==> config.mk <==
export PLATFORM = sky130hd
export DESIGN_NAME = outcall_detect
export DESIGN_NICKNAME = d
export VERILOG_FILES = /design/src/rtl/outcall_detect.sv
export SDC_FILE = /design/constraint.sdc
export NUM_CORES = 1
export LEC_CHECK = 0
export BUFFER_PORTS_ARGS = -buffer_cell sky130_fd_sc_hd__buf_2
export CORE_ASPECT_RATIO = 1.25
export CORE_MARGIN = 1
export CORE_UTILIZATION = 50
export CTS_CLUSTER_SIZE = 24
export DETAILED_ROUTE_END_ITERATION = 16
export PLACE_DENSITY = 0.67
export SKIP_CTS_REPAIR_TIMING = 1
export SYNTH_ARGS = -nofsm -noshare
export SYNTH_HDL_FRONTEND = slang
export SYNTH_SLANG_ARGS = --single-unit
==> constraint.sdc <==
create_clock -name clk -period 5.5 [get_ports clk]
set_input_delay 0.825 -clock clk [delete_from_list [all_inputs] [get_ports clk]]
set_output_delay 0.825 -clock clk [all_outputs]
set_load 0.02 [all_outputs]
==> src/rtl/outcall_detect.sv <==
module outcall_detect #(
  parameter int HOLD_CYCLES = 400_000_000
) (
  input  logic clk,
  input  logic rst,
  input  logic ring_raw,
  input  logic hook_raw,
  output logic ring_held,
  output logic off_hook,
  output logic call_active,
  output logic call_start,
  output logic call_end
);
  localparam int CW = $clog2(HOLD_CYCLES + 1);
  localparam logic [CW-1:0] RELOAD = CW'(HOLD_CYCLES);

  logic [1:0]    ring_sync, hook_sync;
  logic          hook_q;
  logic [CW-1:0] hold_cnt;
  logic          outgoing, start_q, end_q;

  wire ring_s    = ring_sync[1];
  wire hook_s    = hook_sync[1];
  wire hook_rise = hook_s & ~hook_q;
  wire hook_fall = ~hook_s & hook_q;
  wire ring_now  = ring_s | (hold_cnt != '0);

  always_ff @(posedge clk) begin
    if (rst) begin
      ring_sync <= '0;
      hook_sync <= '0;
      hook_q    <= 1'b0;
    end else begin
      ring_sync <= {ring_sync[0], ring_raw};
      hook_sync <= {hook_sync[0], hook_raw};
      hook_q    <= hook_s;
    end
  end

  always_ff @(posedge clk) begin
    if (rst)
      hold_cnt <= '0;
    else if (ring_s)
      hold_cnt <= RELOAD;
    else if (hold_cnt != '0)
      hold_cnt <= hold_cnt - 1'b1;
  end

  always_ff @(posedge clk) begin
    if (rst) begin
      outgoing <= 1'b0;
      start_q  <= 1'b0;
      end_q    <= 1'b0;
    end else begin
      start_q <= hook_rise & ~ring_now;
      end_q   <= hook_fall & outgoing;
      if (!hook_s)
        outgoing <= 1'b0;
      else if (hook_rise)
        outgoing <= ~ring_now;
    end
  end

  assign ring_held   = ring_now;
  assign off_hook    = hook_s;
  assign call_active = outgoing;
  assign call_start  = start_q;
  assign call_end    = end_q;
endmodule

==> impl_metrics.json, run 1 <==
{
  "drv_slew": 0,
  "netSwitchingFraction": 0.4338,
  "io_buffers": 8,
  "period_needed_ps": 3113,
  "clockBufferDepth": 2,
  "num_vias": 1469,
  "insertion_delay_ps": 290,
  "utilization": 0.5733,
  "async_flop_share": 0,
  "status": "completed",
  "synth_warnings": 0,
  "crit_family": "simple AND/OR/NAND/NOR gates",
  "hold_viol": 0,
  "first_pass_iters": 4,
  "cellLeakagePower_nw": 0.6767,
  "rsz0062_at_grt": "no",
  "slew_headroom": 0.1069,
  "slowest_stage": "nand3_1",
  "dp.final_hpwl_um": 2506,
  "syn_area_per_cell_um2": 8.676,
  "ir_worst_vdd_mv": 0.4007,
  "drt-total-wl_um": 3702,
  "antenna_found_initial": 0,
  "finClkSkew_ps": 4.028,
  "synth.distinct_cells": 35,
  "cp_slowest_stage_delay_ps": 460,
  "htree_levels": 2,
  "yosys_register_bits": 37,
  "layout_commonest_cell": "dfxtp_1",
  "place_area_mm2": 0.001748,
  "end_kind": "primary output",
  "core_mm2": 0.003252,
  "syn-num-nets": 203,
  "synthFlopType": "dfxtp_1",
  "worstPathMaxFanout": 12,
  "gp_congestion": 0.8673,
  "grt_usage": 0.2316,
  "vias_per_cell": 6.146,
  "root_buffer": "clkbuf_8",
  "design_area_mm2": 0.001864,
  "start_util": 0.5283,
  "cts_sinks": 37,
  "grt_first_pass_wirelength_um": 6003,
  "startpoint_type": "flop",
  "die-area_mm2": 0.003676,
  "drive_above_1_share": 0.09901,
  "die_height_um": 67.54,
  "netlist_instances": 198,
  "cts_tree": "built",
  "regArea_um2": 740.7,
  "arrival_ps": 2290,
  "multi_input_area_um2": 898.4,
  "power-per-cell-area_mw_per_mm2": 693.4,
  "pin_count": 9,
  "grt_max_degree": 22,
  "layout_common_cells": "dfxtp_1, a21oi_1, or3_1, nor2_1, or4_1",
  "clockPowerShare": 0.187,
  "fmax_mhz": 321.3,
  "netSwitchingPower_uw": 560.8,
  "nNetsFinal": 206,
  "die_w_um": 54.43,
  "grt-ovfl-total": 0,
  "drtIter0Drc": 50,
  "drc_errors": 0,
  "period_share": 0.5659,
  "synth-edff-count": 0,
  "required_ps": 4680,
  "rows": 23,
  "worst-setup-path-type": "reg2out",
  "hold_class": "reg2reg",
  "cts.clk_slew.worst_paths_ps": 70,
  "setup_viol": 0,
  "tns_ps": 0,
  "path_buf_inv": 1,
  "fill_cells": 297,
  "areaGrowthSynthToFinish_pct": 8.522,
  "crit_chain": "nor4_1 -> nand3_1 -> nor4_1 -> nand2_1 -> buf_2",
  "maxCapViolations": 0,
  "worstMarginPinSlew_ps": 1329,
  "routedWlPerCell_um": 15.49,
  "ys_seq_area_frac": 0.4312,
  "holdWs_ps": 454.8,
  "syn_area_mm2": 0.001718,
  "p_int_uw": 731.9,
  "p_comb_frac": 0.470,
  "cpMostUsedCell": "nor4_1",
  "antenna_left": 0,
  "grt_pass1_vias": 1292,
  "diodes": 0,
  "cts_buffers": 5,
  "seqPwrFrac": 0.343
}
==> metal layers <==
metal  track usage  part of all wire
met5             0                 0
met4        0.1154             0.017
met3       0.05405             0.037
met2        0.3704              0.51
met1        0.2843              0.44
==> power by group through the flow <==
stage	clock network (mW)	logic (mW)	registers, mW
after floorplan	0	0.519	0.424
after global placement	0	0.578	0.442
after detailed placement	0	0.597	0.446
after CTS	0.245	0.605	0.442
after global routing	0.255	0.677	0.460
final	0.241	0.608	0.444
==> state kept, by name, summed over array words and instances, names as in the netlist <==
register,count
hook_q,1
hook_sync,2
call_start,1
ring_sync,2
call_end,1
hold_cnt,29
call_active,1
==> cells in the mapped netlist (6+ instances only) <==
library cell / instances / area (um2)
nand2_1: 10 / 37.54
or4_1: 13 / 97.59
o21ai_0: 6 / 30.03
or3_1: 14 / 87.58
nor2_1: 13 / 48.80
inv_1: 6 / 22.52
a21oi_1: 18 / 90.09
dfxtp_1: 37 / 740.7
nor4_1: 10 / 62.56
nor2b_1: 6 / 37.54
nor3_1: 7 / 35.03
clkbuf_1: 8 / 30.03
o31ai_1: 7 / 52.55
==> final cells by class <==
type                       count  share of cell area
multi-input combinational    143              0.4819
timing repair buffer           8             0.02148
clock inverter                 1             0.01611
clock buffer                   7             0.04631
sequential                    37              0.3973
inverter                       6             0.01208
tap                           37             0.02483
==> per-stage QoR <==
step | instances | setup WS [ps] | total power [mW]
2_1_floorplan | 198 | 2842 | 0.9431
3_3_place_gp | 231 | 2573 | 1.020
3_5_place_dp | 231 | 2493 | 1.043
4_1_cts | 239 | 2380 | 1.293
5_1_grt | 239 | 2078 | 1.392
6_report | 239 | 2387 | 1.293
==> kinds of logic (layout without fill, tap and decap cells) <==
family / count (synthesis) / after routing / synth area share
and+or+nand+nor: 86 / 86 / 0.2921
AOI/OAI and AO/OA: 47 / 47 / 0.1763
DFF: 37 / 37 / 0.4312
buffers and inverters: 18 / 22 / 0.04588
xor gates and xnor gates: 7 / 7 / 0.03569
muxes: 2 / 2 / 0.01165
adders and majority gates: 1 / 1 / 0.007282
==> final timing paths <==
path	startpoint	end	slack, ps	cells past startpoint
setup / recovery	hold_cnt[14]$_SDFFE_PP0P_	ring_held	2390	5
hold / removal	hook_sync[1]$_SDFF_PP0_	call_end$_SDFF_PP0_	450	1
hold reg to reg	hook_sync[1]$_SDFF_PP0_	call_end$_SDFF_PP0_	450	1
setup reg to reg	hold_cnt[3]$_SDFFE_PP0P_	hold_cnt[19]$_SDFFE_PP0P_	2390	5
Note: power is estimated with default switching activity, not from simulation.
==> inputs of run 2 (changes only) <==
clock period = 3.2 ns   (was 5.5 ns; I/O delays follow)
==> impl_metrics.json, run 2 (same netlist as run 1, synthesis figures left out) <==
{
  "status": "completed",
  "slew_headroom": 0.5820,
  "drc_errors": 0,
  "fmax_mhz": 354.3,
  "clockBufferDepth": 2,
  "gp_congestion": 0.8641,
  "arrival_ps": 2340,
  "dp_worst_setup_slack_ps": 597.5,
  "slowest_stage": "or4_1",
  "power-per-cell-area_mw_per_mm2": 1194,
  "routedWlPerCell_um": 14.66,
  "dp.final_hpwl_um": 2453,
  "nNetsFinal": 208,
  "antenna_left": 0,
  "worstMarginPinSlew_ps": 621.2,
  "worstPathMaxFanout": 8,
  "areaGrowthSynthToFinish_pct": 9.395,
  "antenna_found_initial": 0,
  "drtIter0Drc": 62,
  "drive_above_1_share": 0.1078,
  "grt_first_pass_wirelength_um": 5954,
  "reg_top3": "hold_cnt x29, hook_sync x2, ring_sync x2",
  "period_needed_ps": 2823,
  "hold_viol": 0,
  "cts_buffers": 5,
  "required_ps": 2720,
  "cp_slowest_stage_delay_ps": 650,
  "worst-setup-path-type": "reg2out",
  "pin_count": 9,
  "core_mm2": 0.003252,
  "fin_total_pwr_mw": 2.245,
  "finClkSkew_ps": 5.344,
  "root_buffer": "clkbuf_8",
  "cellLeakagePower_nw": 0.6868,
  "grt_pass1_vias": 1399,
  "largest_reg_flops": 29,
  "end_kind": "primary output",
  "crit_chain": "or4_1 -> or2_2 -> nor4_1 -> nand2_1 -> buf_2",
  "die-area_mm2": 0.003676,
  "maxCapViolations": 0,
  "diodes": 0,
  "cts_tree": "built",
  "hold_class": "in2reg",
  "period_share": 0.8821,
  "first_pass_iters": 4,
  "grt_usage": 0.2226,
  "layout_commonest_cell": "dfxtp_1",
  "num_vias": 1506,
  "setup_viol": 0,
  "insertion_delay_ps": 290,
  "rsz0062_at_grt": "no",
  "drv_slew": 0,
  "startpoint_type": "flop",
  "drt-total-wl_um": 3532,
  "cts_sinks": 37,
  "start_util": 0.5283,
  "die_w_um": 54.43,
  "largest-register": "hold_cnt",
  "die_height_um": 67.54,
  "ir_worst_vdd_mv": 0.6659,
  "grt_max_degree": 22,
  "grt-ovfl-total": 0,
  "fill_cells": 298,
  "rows": 23,
  "layout_common_cells": "dfxtp_1, a21oi_1, or3_1, nor2_1, or4_1",
  "htree_levels": 2,
  "cts.clk_slew.worst_paths_ps": 70,
  "io_buffers": 8,
  "tns_ps": 0,
  "fin_ws_ps": 377.4,
  "vias_per_cell": 6.249
}
[run 2: worst paths after layout]
kind / from / to / slack, ps / depth (start not counted)
setup / recovery: hold_cnt[3]$_SDFFE_PP0P_ / ring_held / 380 / 5
hold / removal: ring_raw / ring_sync[0]$_SDFF_PP0_ / 400 / 2
setup reg to reg: hold_cnt[3]$_SDFFE_PP0P_ / call_active$_SDFFE_PP0P_ / 570 / 5
hold reg to reg: hook_sync[1]$_SDFF_PP0_ / call_end$_SDFF_PP0_ / 440 / 1
[run 2: metrics by stage]
stage | hold slack (ps) | instance area [um2] | util | cells
2_1_floorplan | 413.8 | 1718 | - | 198
3_3_place_gp | 429.5 | 1763 | 0.5421 | 233
3_5_place_dp | 430.8 | 1763 | 0.5421 | 233
4_1_cts | 400.0 | 1879 | 0.5779 | 241
5_1_grt | 412.4 | 1879 | 0.5779 | 241
6_report | 404.4 | 1879 | 0.5779 | 241
[run 2: where the power goes]
part	internal (mW)	switching, mW	leakage [nW]
Combinational	0.422	0.648	0.325
Clock	0.254	0.159	0.0585
Sequential	0.606	0.156	0.304
Total	1.28	0.963	0.687
[run 2: critical path, delay by kind of cell, from the launching register on]
family | cells | cell delay, ps
flops | 1 | 360
buf+inv | 1 | 190
simple gates | 4 | 1500
[run 2: cell type report]
| class | instances | area (um2) | share of cell area |
|---|---|---|---|
| inverters | 6 | 22.52 | 0.01198 |
| well taps | 37 | 46.29 | 0.02463 |
| clock inverters | 1 | 30.03 | 0.01598 |
| flip-flops and latches | 37 | 740.7 | 0.3941 |
| clock buffers | 7 | 86.33 | 0.04594 |
| multi-input cells | 143 | 898.4 | 0.4780 |
| repair buffers | 10 | 55.05 | 0.02929 |
[run 2: routing by layer]
| metal | part of all wire | vias up | global-route usage |
|---|---|---|---|
| li1 | - | 758 | - |
| met1 | 0.47 | 715 | 0.2736 |
| met2 | 0.49 | 27 | 0.3643 |
| met3 | 0.033 | 6 | 0.06306 |
| met5 | 0 | - | 0 |
| met4 | 0.010 | 0 | 0.07692 |
